<file path="src/rtl/paged_call_pkg.sv">
package paged_call_pkg;
  localparam int SLOT_BITS = 4;

  typedef enum logic [1:0] {
    ST_IDLE = 2'd0,
    ST_PUSH = 2'd1,
    ST_LOAD = 2'd2
  } seqState_t;

  typedef struct packed {
    logic                 capture;
    logic                 push;
    logic [SLOT_BITS-1:0] slot;
    logic                 commit;
  } seqStrobe_t;
endpackage

</file>
<file path="src/rtl/paged_call_ctrl.sv">
module paged_call_ctrl
  import paged_call_pkg::*;
#(
  parameter int RET_BYTES = 2
) (
  input  logic       clk,
  input  logic       rst_n,
  input  logic       start,
  output logic       busy,
  output seqStrobe_t strobe
);
  localparam logic [SLOT_BITS-1:0] LAST_SLOT = SLOT_BITS'(RET_BYTES);

  seqState_t            state;
  logic [SLOT_BITS-1:0] slotCnt;

  always_ff @(posedge clk) begin
    if (!rst_n) begin
      state   <= ST_IDLE;
      slotCnt <= '0;
    end else begin
      unique case (state)
        ST_IDLE: if (start) begin
          state   <= ST_PUSH;
          slotCnt <= '0;
        end
        ST_PUSH: begin
          if (slotCnt == LAST_SLOT) state <= ST_LOAD;
          else slotCnt <= slotCnt + 1'b1;
        end
        ST_LOAD: state <= ST_IDLE;
        default: state <= ST_IDLE;
      endcase
    end
  end

  always_comb begin
    busy           = (state != ST_IDLE);
    strobe.capture = (state == ST_IDLE) && start;
    strobe.push    = (state == ST_PUSH);
    strobe.slot    = slotCnt;
    strobe.commit  = (state == ST_LOAD);
  end
endmodule

</file>
<file path="src/rtl/paged_call_dp.sv">
module paged_call_dp
  import paged_call_pkg::*;
#(
  parameter int ADDR_W = 16,
  parameter int BYTE_W = 8
) (
  input  logic              clk,
  input  logic              rst_n,
  input  seqStrobe_t        strobe,
  input  logic [ADDR_W-1:0] retAddr,
  input  logic [ADDR_W-1:0] targetAddr,
  input  logic [BYTE_W-1:0] targetPage,
  input  logic [ADDR_W-1:0] spIn,
  input  logic [BYTE_W-1:0] pageIn,
  output logic              stackWe,
  output logic [ADDR_W-1:0] stackAddr,
  output logic [BYTE_W-1:0] stackData,
  output logic [ADDR_W-1:0] spOut,
  output logic [BYTE_W-1:0] pageOut,
  output logic [ADDR_W-1:0] pcOut
);
  localparam int RET_BYTES = ADDR_W / BYTE_W;
  localparam logic [ADDR_W-1:0] RET_SPAN   = ADDR_W'(RET_BYTES);
  localparam logic [ADDR_W-1:0] FRAME_SPAN = ADDR_W'(RET_BYTES + 1);

  logic [ADDR_W-1:0] retLat, tgtLat, spLat;
  logic [BYTE_W-1:0] tpgLat, pgLat;
  logic [BYTE_W-1:0] retBytes [RET_BYTES];

  always_ff @(posedge clk) begin
    if (!rst_n) begin
      retLat <= '0;
      tgtLat <= '0;
      spLat  <= '0;
      tpgLat <= '0;
      pgLat  <= '0;
    end else if (strobe.capture) begin
      retLat <= retAddr;
      tgtLat <= targetAddr;
      spLat  <= spIn;
      tpgLat <= targetPage;
      pgLat  <= pageIn;
    end
  end

  // Split the return address into bytes, most significant byte first.
  for (genvar gi = 0; gi < RET_BYTES; gi++) begin : g_retByte
    assign retBytes[gi] = retLat[ADDR_W-1-gi*BYTE_W -: BYTE_W];
  end

  always_comb begin
    stackWe = strobe.push;
    if (int'(strobe.slot) < RET_BYTES) begin
      stackAddr = spLat - RET_SPAN + ADDR_W'(strobe.slot);
      stackData = retBytes[strobe.slot[$clog2(RET_BYTES+1)-1:0]];
    end else begin
      stackAddr = spLat - FRAME_SPAN;
      stackData = pgLat;
    end
  end

  always_ff @(posedge clk) begin
    if (!rst_n) begin
      spOut   <= '0;
      pageOut <= '0;
      pcOut   <= '0;
    end else if (strobe.commit) begin
      spOut   <= spLat - FRAME_SPAN;
      pageOut <= tpgLat;
      pcOut   <= tgtLat;
    end
  end
endmodule

</file>
<file path="src/rtl/paged_call_seq.sv">
module paged_call_seq
  import paged_call_pkg::*;
#(
  parameter int ADDR_W = 16,
  parameter int BYTE_W = 8
) (
  input  logic              clk,
  input  logic              rst_n,
  input  logic              start,
  input  logic [ADDR_W-1:0] retAddr,
  input  logic [ADDR_W-1:0] targetAddr,
  input  logic [BYTE_W-1:0] targetPage,
  input  logic [ADDR_W-1:0] spIn,
  input  logic [BYTE_W-1:0] pageIn,
  output logic              busy,
  output logic              stackWe,
  output logic [ADDR_W-1:0] stackAddr,
  output logic [BYTE_W-1:0] stackData,
  output logic [ADDR_W-1:0] spOut,
  output logic [BYTE_W-1:0] pageOut,
  output logic [ADDR_W-1:0] pcOut
);
  localparam int RET_BYTES = ADDR_W / BYTE_W;

  seqStrobe_t strobe;

  paged_call_ctrl #(.RET_BYTES(RET_BYTES)) u_ctrl (
    .clk(clk), .rst_n(rst_n), .start(start), .busy(busy), .strobe(strobe)
  );

  paged_call_dp #(.ADDR_W(ADDR_W), .BYTE_W(BYTE_W)) u_dp (
    .clk(clk), .rst_n(rst_n), .strobe(strobe),
    .retAddr(retAddr), .targetAddr(targetAddr), .targetPage(targetPage),
    .spIn(spIn), .pageIn(pageIn),
    .stackWe(stackWe), .stackAddr(stackAddr), .stackData(stackData),
    .spOut(spOut), .pageOut(pageOut), .pcOut(pcOut)
  );
endmodule

</file>
<file path="config.mk">
export PLATFORM = sky130hd
export DESIGN_NAME = paged_call_seq
export DESIGN_NICKNAME = d
export VERILOG_FILES = /design/src/rtl/paged_call_pkg.sv /design/src/rtl/paged_call_ctrl.sv /design/src/rtl/paged_call_dp.sv /design/src/rtl/paged_call_seq.sv
export SDC_FILE = /design/constraint.sdc
export NUM_CORES = 1
export LEC_CHECK = 0
export CORE_UTILIZATION = 58
export CTS_CLUSTER_DIAMETER = 40
export DETAILED_ROUTE_END_ITERATION = 10
export DONT_BUFFER_PORTS = 1
export PLACE_DENSITY = 0.8
export SLEW_MARGIN = 10
export SYNTH_ARGS = -nofsm -noshare
export SYNTH_HDL_FRONTEND = slang
export SYNTH_HIERARCHICAL = 1
export SYNTH_SLANG_ARGS = --single-unit
</file>
<file path="constraint.sdc">
create_clock -name clk -period 2.9 [get_ports clk]
set_input_delay 0.58 -clock clk [delete_from_list [all_inputs] [get_ports clk]]
set_output_delay 0.58 -clock clk [all_outputs]
set_load 0.05 [all_outputs]
</file>
==> results.md, run 1 <==
- The run finished, with violations left.
- The checks that failed: negative setup slack.
- The remaining routing DRC violations is 0.
- The clock network power share is 23.7%.
- The via density per instance is 5.710.
- The top cell type by area accounts for 38.60% of the synthesized area.
- After detailed routing, the average wire length per cell comes to 18.48 um.
- The total number of placement rows is 35.
- The largest single stage delay on the critical path is 0.36 ns.
- The clock skew after layout is 0.01775 ns.
- The horizontal die dimension is 101.2 um.
- The amount of wire on met2 after detailed routing is 7303 um.
- 133 I/O pins were placed.
- The most frequently used cell type in the post-synthesis netlist is sky130_fd_sc_hd__dfxtp_1.
- The proportion of power drawn by flip-flops and latches is 39.5%.
- The final max-slew violation count is 0.
- After clock tree synthesis, the clock-pin slew on the worst setup and hold paths is 0.11 ns.
- The via count of the first global-routing pass is 4410.
- The total power is 4.079 mW.
- The worst setup path is launched from a flip-flop.
- The fill cell instance count of the final layout is 666.
- The signal arrival time at the worst endpoint is 3.07 ns.
- The global-route wire length before repair is 21600 um.
- The congestion estimate from routability-driven global placement came to 0.9082.
- The power density over the cells is 575.2 mW/mm2.
- The global-route usage over all layers is 26.99%.
- The first routing iteration left 192 violations.
- Synthesis produced a netlist with a net count of 698.
- Broken down by cell family, the worst path's largest delay share belongs to adder cells.
- The hold-fix buffer count after cts is 0.
- Synthesis produced 598 cells.
- The worst endpoint required time is 2.32 ns.
- The cell leakage power is 2.807 nW.
- Along the worst hold path, the cell count comes to 1.
- In this run the standard cell core region covers 0.009371 mm2.
- The share of total power dissipated in combinational logic is 36.9%.
- The internal portion of the total power is 2.609 mW.
- The average instance in the mapped netlist occupies 9.539 um2.
- For this run, the register share of the synthesized area comes to 38.60%.
- The number of antenna diodes in the final layout is 0.
- In this run the tool buffered the top-level ports with 0 buffer cells.
- The number of max-capacitance violations reported is 0.
- The count of endpoints failing hold in the final timing report was 0.
- Walking the worst path, the cells encountered are inv_2 > ha_4 > inv_2 > ha_4 > inv_2 > fa_2 > nand2b_4 > a211oi_4 > o221ai_4 > o2111ai_2 > mux2i_1 > o21ai_2 > xnor2_4 > buf_12.
- Net switching is 36.04% of the power.
- The number of antenna-violating nets in the routed design is 0.
- In the synthesized netlist the async set-or-reset flop fraction comes to 0%.
- The post-synthesis cell area is 0.005704 mm2.
- The HPWL reported at the end of detailed placement is 9319 um.
- For this run, the number of Yosys warnings is 6.
- By startpoint and endpoint, the worst setup path is classified as flip-flop to primary output.
- The net switching power figure is 1.470 mW.
- Entering global routing, the biggest net connects 113 pins.
- The proportion of layout cells with a drive suffix above 1 is 24.85%.
- The topmost layer with routed signal wires is met4.
- In the synthesized netlist the dominant register cell turns out to be sky130_fd_sc_hd__dfxtp_1.
- The first-pass detailed-route iteration total is 5.
- The most numerous cell type found on the critical path is sky130_fd_sc_hd__inv_2.
- The clock insertion delay at the later pin of the skew report is 0.38 ns.
- The count of cells along the worst register-to-register path is 8.
- The final-stage net count is 743.
- The worst ir drop on vdd is 0.0004001 V.
- The number of clock sinks is 110.
- The maximum buffer depth of the clock tree is 2.
- The routed metal-1 wirelength is 5610 um.
- The number of synthesized register bits is 110.
- The area added between synthesis and finish is 24.30%.
- Setup repair after global routing could not meet its margin everywhere.
- By count the netlist is led by sky130_fd_sc_hd__dfxtp_1, sky130_fd_sc_hd__mux2i_1, sky130_fd_sc_hd__nor2b_1, sky130_fd_sc_hd__inv_1, sky130_fd_sc_hd__a21oi_1.
- The combined buffer and inverter count along the critical path is 4.
- The slew at the pin closest to its max-slew limit is 0.5795 ns.
- The routed layout has 4437 vias.
- The number of buffers created by CTS is 9.
- OpenSTA, run right after detailed placement, puts the worst setup slack at -0.3021 ns.
- The finished cells cover 0.007091 mm2.
- The clock tree from TritonCTS is built.
- The final wirelength is 14360 um.
- The capturing element type of the critical path is a primary output.
- By area the synthesized netlist is led by sky130_fd_sc_hd__dfxtp_1, sky130_fd_sc_hd__mux2i_1, sky130_fd_sc_hd__nor2b_1, sky130_fd_sc_hd__ha_1, sky130_fd_sc_hd__xnor2_1.
- The final worst slack is -0.7518 ns.
- The worst path uses 125.9% of the clock period.
- The relative slew slack is 61.37%.
- The y dimension of the die is 101.2 um.
- The unique cell type count in the Yosys netlist is 51.
- The class of the tightest hold or removal check is input port to flip-flop.
- For this run, the top clock speed supported by timing is 273.8 MHz.
- Counting flops with a built-in enable in the synthesized netlist gives 0.
- The total overflow left after global routing is 0.
- After detailed placement, the total cell area comes to 0.006516 mm2.
- The final core utilization is 75.66%.
- The maximum net fanout on the critical path is 3.
- The path length in cells of the critical path is 14.
- The buffer type at the clock tree root is sky130_fd_sc_hd__clkbuf_8.
- The initial utilization of the core area, before any placement, comes to 60.87%.
- The cell taking the most area after synthesis is sky130_fd_sc_hd__dfxtp_1.
- After layout, the minimum clock period comes to 3.652 ns.
- Setup violations remaining at the end of the flow were counted as 12.
- The floorplan step defined a die boundary enclosing 0.01024 mm2.
- The sum of met3 wire segment lengths after detailed routing is 980 um.
- The slowest stage of the critical path belongs to the cell sky130_fd_sc_hd__fa_2.
- The H-tree generated during clock tree synthesis spans 3 levels.
- The initial antenna violation count is 1.
==> timing repair <==
action,in CTS,in global routing
gates resized for setup,33,27
setup buffers,9,8
setup endpoints to repair,12,13
endpoints found under the hold margin,0,0
pin swaps,29,20
==> flip-flops by register name (all words and copies together), names as in the netlist, 4 cells and up <==
signal,count
u_ctrl/slotCnt,4
u_dp/retBytes,16
u_dp/tpgLat,8
u_dp/pcOut,16
u_dp/spLat,16
u_dp/spOut,16
u_dp/tgtLat,16
u_dp/pgLat,8
u_dp/pageOut,8
==> power by group through the flow <==
stage / Combinational [mW] / Sequential, mW / Clock, mW
finish: 1.50 / 1.61 / 0.966
detailed placement: 1.32 / 1.64 / 0
global placement: 1.29 / 1.64 / 0
CTS: 1.41 / 1.61 / 0.987
floorplan: 0.893 / 1.64 / 0
global route: 1.57 / 1.62 / 1.04
==> worst register-to-register path, delay by kind of cell, from the launching register on <==
kind / cells / cell delay [ns]
xor gates and xnor gates: 1 / 0.29
and+or+nand+nor: 2 / 0.36
buffers and inverters: 2 / 0.26
DFF: 1 / 0.34
AOI/OAI and AO/OA: 3 / 0.90
==> cells in the final DEF (no fill, tap or decap), drive strengths merged, types with 2 or more instances in the layout <==
| cell type | n |
|---|---|
| o221ai | 2 |
| mux2i | 104 |
| ha | 32 |
| clkinv | 3 |
| nand3 | 5 |
| o21ai | 10 |
| a21o | 3 |
| o22ai | 2 |
| nand2 | 26 |
| nand4 | 2 |
| o21a | 2 |
| xnor2 | 21 |
| or2 | 4 |
| nor3 | 3 |
| o2111ai | 2 |
| and3 | 3 |
| o211ai | 2 |
| a211oi | 3 |
| a31oi | 2 |
| o211a | 9 |
| nand2b | 5 |
| xor2 | 3 |
| nor2 | 29 |
| and2 | 2 |
| clkbuf | 9 |
| o311ai | 2 |
| dfxtp | 110 |
| a21oi | 35 |
| inv | 43 |
| nor2b | 95 |
| buf | 64 |
==> path summary, 6_finish.rpt <==
check / from / end / slack (ns)
worst max-delay path: u_dp/spLat[1] / stackAddr[15] / -0.75
worst min-delay path: rst_n / u_dp/retBytes[1] / 0.34
worst min register to register: u_dp/tpgLat[5] / u_dp/pageOut[5] / 0.53
worst max register to register: u_dp/spLat[1] / u_dp/spOut[13] / 0.64
==> kinds of logic after synthesis <==
group,Yosys count,share of synthesized area (%)
and+or+nand+nor,179,17.77
DFF,110,38.60
muxes,104,18.25
AOI/OAI and AO/OA,79,9.519
buffers and inverters,69,4.804
adders and majority gates,33,7.370
xor gates and xnor gates,24,3.685
==> final cells by class <==
cell class | count | area [um2] | area share (%)
repair buffers | 64 | 665.6 | 9.388
clock buffers | 9 | 123.9 | 1.747
inverters | 39 | 148.9 | 2.100
flip-flops and latches | 110 | 2212 | 31.20
multi-input cells | 419 | 3687 | 52.00
clock inverters | 7 | 91.34 | 1.288
well taps | 129 | 161.4 | 2.276
==> routing by layer <==
layer / vias to the layer above / track usage (%)
met2: 154 / 47.10
met4: 0 / 13.38
met1: 2133 / 29.97
li1: 2103 / -
met5: - / 0
met3: 47 / 8.006
==> stage by stage <==
stage / cells / TNS [ns] / hold slack [ns]
after floorplan: 598 / -0.4467 / 0.4819
after global placement: 752 / -0.6189 / 0.4940
after detailed placement: 752 / -1.083 / 0.5015
after CTS: 776 / -4.966 / 0.3143
after global routing: 777 / -6.950 / 0.3165
final: 777 / -5.714 / 0.3448
Note: power is estimated with default switching activity, not from simulation.
==> run 2: changes to the inputs <==
--- a/config.mk
+++ b/config.mk
@@ -7,2 +7,3 @@
 export LEC_CHECK = 0
+export CORE_MARGIN = 2
 export CORE_UTILIZATION = 58
==> constraint.sdc (replaced) <==
create_clock -name clk -period 2.9 [get_ports clk]
set_input_delay 0.435 -clock clk [delete_from_list [all_inputs] [get_ports clk]]
set_output_delay 0.435 -clock clk [all_outputs]
set_load 0.05 [all_outputs]
==> results.md, run 2 (synthesized netlist as in run 1, its figures left out) <==
- The number of buffers added on ports is 0 (unchanged).
- The total number of placement rows was 36 (+2.9%).
- The starting density of the core is 59.18% (-1.7 points).
- The relative slew slack is 23.49% (-38 points).
- The count of endpoints failing hold in the final timing report is 0 (unchanged).
- The maximum net fanout on the critical path is 3 (unchanged).
- The hold-fix buffer count after cts is 0 (unchanged).
- The post-route setup TNS was -3.677 ns (+2.037 ns).
- The class of the tightest hold or removal check is input port to flip-flop.
- The total congestion overflow after global routing is 0 (unchanged).
- The average wire per cell in the routed design is 18.40 um (-0.41%).
- In the layout the commonest cells are sky130_fd_sc_hd__mux2i_1, sky130_fd_sc_hd__dfxtp_1, sky130_fd_sc_hd__nor2b_1.
- The clock tree from TritonCTS is built.
- The number of clock sinks is 110 (unchanged).
- The cell leakage power is 2.741 nW (-2.4%).
- The initial antenna violation count is 0 (-1).
- The count of inserted antenna diode cells is 0 (unchanged).
- The highest achievable clock rate was 289.7 MHz (+5.8%).
- The signal arrival time at the worst endpoint came to 3.02 ns (-0.05 ns).
- The number of antenna-violating nets in the routed design is 0 (unchanged).
- The final weighted congestion in routability-driven placement came to 0.9014 (-0.75%).
- The pin count of the biggest net entering global routing is 113 (unchanged).
- The clock transition at the register clock pins on the worst setup and hold paths after CTS came to 0.11 ns (about the same).
- The clock insertion delay at the later pin of the skew report is 0.38 ns (about the same).
- The power density over the cells is 575.4 mW/mm2 (about the same).
- The number of buffers created by CTS came to 9 (unchanged).
- The number of DRC markers in iteration 0 is 195 (+1.6%).
- The deepest level of the CTS H-tree is 3 (unchanged).
- The number of max-capacitance violations reported is 0 (unchanged).
- The boundary pin count came to 133 (unchanged).
- The share of the clock period used by the worst path after layout is 119.0% (-6.9 points).
- The commonest non-fill, non-tap cell in the layout is sky130_fd_sc_hd__mux2i_1.
- Walking the worst path, the cells encountered are inv_4 > ha_4 > inv_4 > ha_4 > inv_2 > fa_2 > nand2b_4 > a211oi_4 > o221ai_2 > o2111ai_2 > mux2i_1 > o21ai_2 > xnor2_4 > buf_12.
- The slew at the pin closest to its max-slew limit was 1.140 ns (+0.5605 ns).
- The worst ir drop on vdd was 0.0004489 V (+12%).
- The maximum buffer depth of the clock tree came to 2 (unchanged).
- The core outline area is 0.009639 mm2 (+2.9%).
- The worst endpoint required time is 2.47 ns (+0.15 ns).
- The final-stage net count came to 735 (-1.1%).
- The flow ran to the end, but the final reports show violations.
- The first-pass detailed-route iteration total is 5 (unchanged).
- The full die area is 0.01064 mm2 (+4.0%).
- The worst hold slack after final layout is 0.2002 ns (-0.1446 ns).
- The worst setup path is captured at a primary output.
- The via density per instance was 5.602 (-1.9%).
- The final critical delay including setup and external delays is 3.452 ns (-0.1996 ns).
- The final reports fail on negative setup slack.
- The type of element launching the critical path is a flip-flop.
- The cell area after placement came to 0.006412 mm2 (-1.6%).
- The type of the setup path with the least slack is flip-flop to primary output.
- The horizontal die dimension came to 103.2 um (+2.0%).
- The total vias in the final route came to 4330 (-2.4%).
- Setup repair after global routing could not meet its margin everywhere.
- The number of cells in the finished layout apart from fillers is 773 (-0.51%).
- The final max-slew violation count is 0 (unchanged).
- The global-route wire length before repair is 20670 um (-4.3%).
- The setup-violating endpoint count in the final report is 12 (unchanged).
- The clock skew after layout came to 0.01115 ns (-0.006603 ns).
- The placed cell count is 750 (-0.27%).
- Among all stages on the critical path, the largest delay is contributed by sky130_fd_sc_hd__dfxtp_4.
- The global-route usage over all layers is 25.08% (-1.9 points).
- The remaining routing DRC violations was 0 (unchanged).
- The y dimension of the die is 103.2 um (+2.0%).
- The proportion of layout cells with a drive suffix above 1 was 23.91% (-0.94 points).
- The final worst slack is -0.5522 ns (+0.1996 ns).
- The delay contributed by the slowest stage of the critical path is 0.38 ns (+0.02 ns).
- The final wirelength is 14230 um (-0.92%).
- The via count of the first global-routing pass came to 4247 (-3.7%).
- The area added between synthesis and finish is 20.77%.
- The HPWL reported at the end of detailed placement is 9520 um (+2.2%).
- The buffer type at the clock tree root is sky130_fd_sc_hd__clkbuf_8.
- The pre-CTS worst setup slack was -0.1176 ns (+0.1844 ns).
- The final design instance area without fill was 0.006889 mm2 (-2.8%).
run 2: stage by stage:
step                utilization [%]  power (mW)
global route                  71.47       4.111
global placement              66.52       2.907
floorplan                         -       2.513
CTS                           70.91       3.937
finish                        71.47       3.964
detailed placement            66.52       2.940
run 2: critical path: cells and delay by family, from the launching register on:
kind | cells | cell delay (ns)
AOI/OAI and AO/OA | 4 | 0.63
DFF | 1 | 0.38
buffers and inverters | 4 | 0.27
xor gates and xnor gates | 1 | 0.20
muxes | 1 | 0.26
adders and majority gates | 3 | 0.71
and+or+nand+nor | 1 | 0.18
run 2: layout make-up:
class	count	area, um2
Clock buffer	10	137.6
Timing Repair Buffer	56	578.1
Fill cell	717	2750
Tap cell	133	166.4
Clock inverter	6	61.31
Multi-Input combinational cell	419	3580
Sequential cell	110	2215
Inverter	39	151.4
run 2: repair_timing:
| action | CTS | global route |
|---|---|---|
| resized for setup | 40 | 9 |
| gates cloned | 0 | 0 |
| setup buffers | 6 | 4 |
| pin swaps | 31 | 15 |
| endpoints found under the setup margin | 11 | 13 |
run 2: where the power goes:
group | internal [mW] | switching, mW | total (mW)
Clock | 0.357 | 0.566 | 0.924
Combinational | 0.633 | 0.795 | 1.43
Sequential | 1.57 | 0.0440 | 1.61
Total | 2.56 | 1.41 | 3.96
run 2: routing by layer:
metal	part of all wire, %	GRT usage, %
met5	0	0
met4	3.1	11.74
met3	6.9	8.266
met2	49	41.86
met1	41	29.23
run 2: worst paths after layout:
check,cells after the start,to,slack [ns],from
hold / removal,1,u_dp/retBytes[4],0.20,rst_n
hold reg to reg,2,u_dp/pageOut[5],0.53,u_dp/tpgLat[5]
setup / recovery,14,stackAddr[15],-0.55,u_ctrl/slotCnt[1]
setup reg to reg,10,u_dp/spOut[12],0.60,u_dp/spLat[0]
==> run 3: changes to the inputs <==
- CORE_UTILIZATION: 58 -> 64
- CTS_CLUSTER_DIAMETER: 40 -> default
- PLACE_DENSITY: 0.8 -> 0.84
- clock period: 2.9 -> 3.2 ns (I/O delays scaled with it)
==> results.md, run 3 (synthesized netlist as in run 1, its figures left out) <==
- Walking the worst path, the cells encountered are inv_2 > ha_4 > inv_4 > ha_4 > inv_2 > fa_2 > nand2b_4 > a211oi_4 > o221ai_2 > buf_4 > and3_1 > nor3_1 > a21oi_2 > buf_12.
- For this run, the top clock speed supported by timing is 280.7 MHz.
- The y dimension of the die is 98.41 um (-4.6%).
- The via count of the first global-routing pass is 4399 (+3.6%).
- The initial antenna violation count is 0 (unchanged).
- The first-pass detailed-route iteration total is 4 (-1).
- The setup-violating endpoint count in the final report is 9 (-3).
- The clock transition at the register clock pins on the worst setup and hold paths after CTS is 0.11 ns (about the same).
- The final reports fail on negative setup slack.
- The worst setup path is captured at a primary output.
- In the layout the commonest cells are sky130_fd_sc_hd__mux2i_1, sky130_fd_sc_hd__dfxtp_1, sky130_fd_sc_hd__nor2b_1.
- The count of inserted antenna diode cells was 0 (unchanged).
- The worst setup path is of the flip-flop to primary output kind.
- The count of cells along the worst register-to-register path came to 9 (-1).
- The slew at the pin closest to its max-slew limit was 0.9695 ns (-0.1705 ns).
- The number of buffers added on ports came to 0 (unchanged).
- The delay contributed by the slowest stage of the critical path was 0.35 ns (-0.03 ns).
- The proportion of layout cells with a drive suffix above 1 came to 21.39% (-2.5 points).
- In this run the critical register-to-register path is launched from u_dp/spLat[0].
- The pre-CTS worst setup slack is -0.05463 ns (+0.06301 ns).
- The number of DRC markers in iteration 0 is 188 (-3.6%).
- The HPWL reported at the end of detailed placement is 8972 um (-5.8%).
- The number of antenna-violating nets in the routed design came to 0 (unchanged).
- The final weighted congestion in routability-driven placement came to 0.9028 (+0.16%).
- The final wirelength was 13680 um (-3.9%).
- The cell leakage power is 2.673 nW (-2.5%).
- The full die area is 0.009684 mm2 (-9.0%).
- The via density per instance is 5.792 (+3.4%).
- The clock insertion delay at the later pin of the skew report is 0.36 ns (-0.02 ns).
- The total vias in the final route is 4280 (-1.2%).
- STA classifies the critical path startpoint as a flip-flop.
- The cell type of the slowest stage on the worst timing path is sky130_fd_sc_hd__dfxtp_2.
- The horizontal die dimension was 98.41 um (-4.6%).
- The deepest level of the CTS H-tree came to 3 (unchanged).
- The count of endpoints failing hold in the final timing report is 0 (unchanged).
- The number of cells in the finished layout apart from fillers was 739 (-4.4%).
- The starting density of the core is 65.73% (+6.6 points).
- The global-route usage over all layers came to 26.08% (+0.99 points).
- The worst hold slack after final layout came to 0.2495 ns (+0.04925 ns).
- The core outline area is 0.008678 mm2 (-10%).
- The remaining routing DRC violations is 0 (unchanged).
- The fill cell instance count of the final layout is 576 (-20%).
- The average wire per cell in the routed design came to 18.51 um (+0.56%).
- The class of the tightest hold or removal check is input port to flip-flop.
- The boundary pin count is 133 (unchanged).
- The final-stage net count is 726 (-1.2%).
- TritonCTS built the clock tree.
- The internal reg-to-reg setup slack is 0.98 ns (+0.38 ns).
- The power density over the cells is 523.0 mW/mm2 (-9.1%).
- The worst register-to-register path ends at u_dp/spOut[14].
- The number of instances on the worst hold path came to 1 (unchanged).
- The worst hold endpoint is u_dp/pcOut[5].
- The total congestion overflow after global routing is 0 (unchanged).
- The clock skew after layout is 0.008412 ns (-0.002739 ns).
- The placed cell count is 715 (-4.7%).
- The final worst slack is -0.3622 ns (+0.1900 ns).
- The area added between synthesis and finish is 17.48%.
- The signal arrival time at the worst endpoint is 3.08 ns (+0.06 ns).
- The maximum net fanout on the critical path is 3 (unchanged).
- The final critical delay including setup and external delays is 3.562 ns.
- The final max-slew violation count is 0 (unchanged).
- The total number of placement rows is 34 (-5.6%).
- The library cell used most frequently in the layout, excluding fill and tap cells, is sky130_fd_sc_hd__mux2i_1.
- The relative slew slack is 34.94% (+11 points).
- The share of the clock period used by the worst path after layout is 111.3%.
- The flow ran to the end, but the final reports show violations.
- The number of clock sinks is 110 (unchanged).
- The worst endpoint required time is 2.72 ns (+0.25 ns).
- The number of max-capacitance violations reported is 0 (unchanged).
- The critical hold path startpoint is rst_n.
- The maximum buffer depth of the clock tree is 2 (unchanged).
- Setup repair after global routing could not meet its margin everywhere.
- The buffer type at the clock tree root is sky130_fd_sc_hd__clkbuf_8.
- The number of buffers created by CTS is 9 (unchanged).
- The worst ir drop on vdd is 0.0005477 V (+22%).
- The pin count of the biggest net entering global routing is 113 (unchanged).
- The global-route wire length before repair came to 20670 um (about the same).
- The post-route setup TNS came to -1.858 ns (+1.819 ns).
run 3: layer usage:
layer	vias up	share of wire, %	global-route usage [%]
met1	2024	41	29.56
met5	-	0	0
met3	35	6.7	6.872
met4	0	2.6	9.273
li1	2058	-	-
met2	163	50	47.10
run 3: layout make-up:
cell class | instances | area [um2] | share of cell area [%]
clock inverter | 6 | 55.05 | 0.8215
timing repair buffer | 47 | 485.5 | 7.244
multi-input combinational | 419 | 3525 | 52.60
clock buffer | 10 | 137.6 | 2.054
sequential | 110 | 2215 | 33.05
tap | 108 | 135.1 | 2.016
inverter | 39 | 148.9 | 2.222
run 3: critical path, delay by kind of cell (launching register included):
kind | cells | cell delay [ns]
AND/OR/NAND/NOR | 3 | 0.61
buffers and inverters | 5 | 0.50
AO/OA/AOI/OAI | 3 | 0.57
flip-flops | 1 | 0.35
adder cells (fa/ha/maj) | 3 | 0.69
run 3: worst max path at each step:
| stage | from | to | slack [ns] | cells past startpoint |
|---|---|---|---|---|
| after floorplan | u_ctrl/slotCnt[1] | stackAddr[15] | -0.23 | 13 |
| after global placement | u_ctrl/slotCnt[1] | stackAddr[15] | 0.005 | 14 |
| after detailed placement | u_ctrl/slotCnt[1] | stackAddr[13] | -0.05 | 15 |
| after CTS | u_dp/spLat[1] | stackAddr[13] | -0.30 | 15 |
| after global routing | u_dp/spLat[1] | stackAddr[11] | -0.45 | 14 |
| final | u_dp/spLat[1] | stackAddr[11] | -0.36 | 14 |
run 3: power breakdown:
group / total [mW] / switching (mW) / internal (mW)
Clock: 0.815 / 0.496 / 0.319
Combinational: 1.23 / 0.703 / 0.526
Sequential: 1.46 / 0.0400 / 1.42
Total: 3.51 / 1.24 / 2.27
run 3: what timing repair did:
| action | 4_1_cts | 5_1_grt |
|---|---|---|
| gates resized for setup | 29 | 31 |
| hold buffers | 0 | 0 |
| endpoints found under the setup margin | 10 | 11 |
| pin swaps | 23 | 27 |
| setup buffers | 5 | 6 |
run 3: stage by stage:
step	area, um2	power (mW)	utilization [%]
after detailed placement	6187	2.562	71.29
after floorplan	5747	2.238	-
after global routing	6701	3.647	77.22
final	6701	3.505	77.22
after CTS	6535	3.420	75.30
after global placement	6187	2.536	71.29
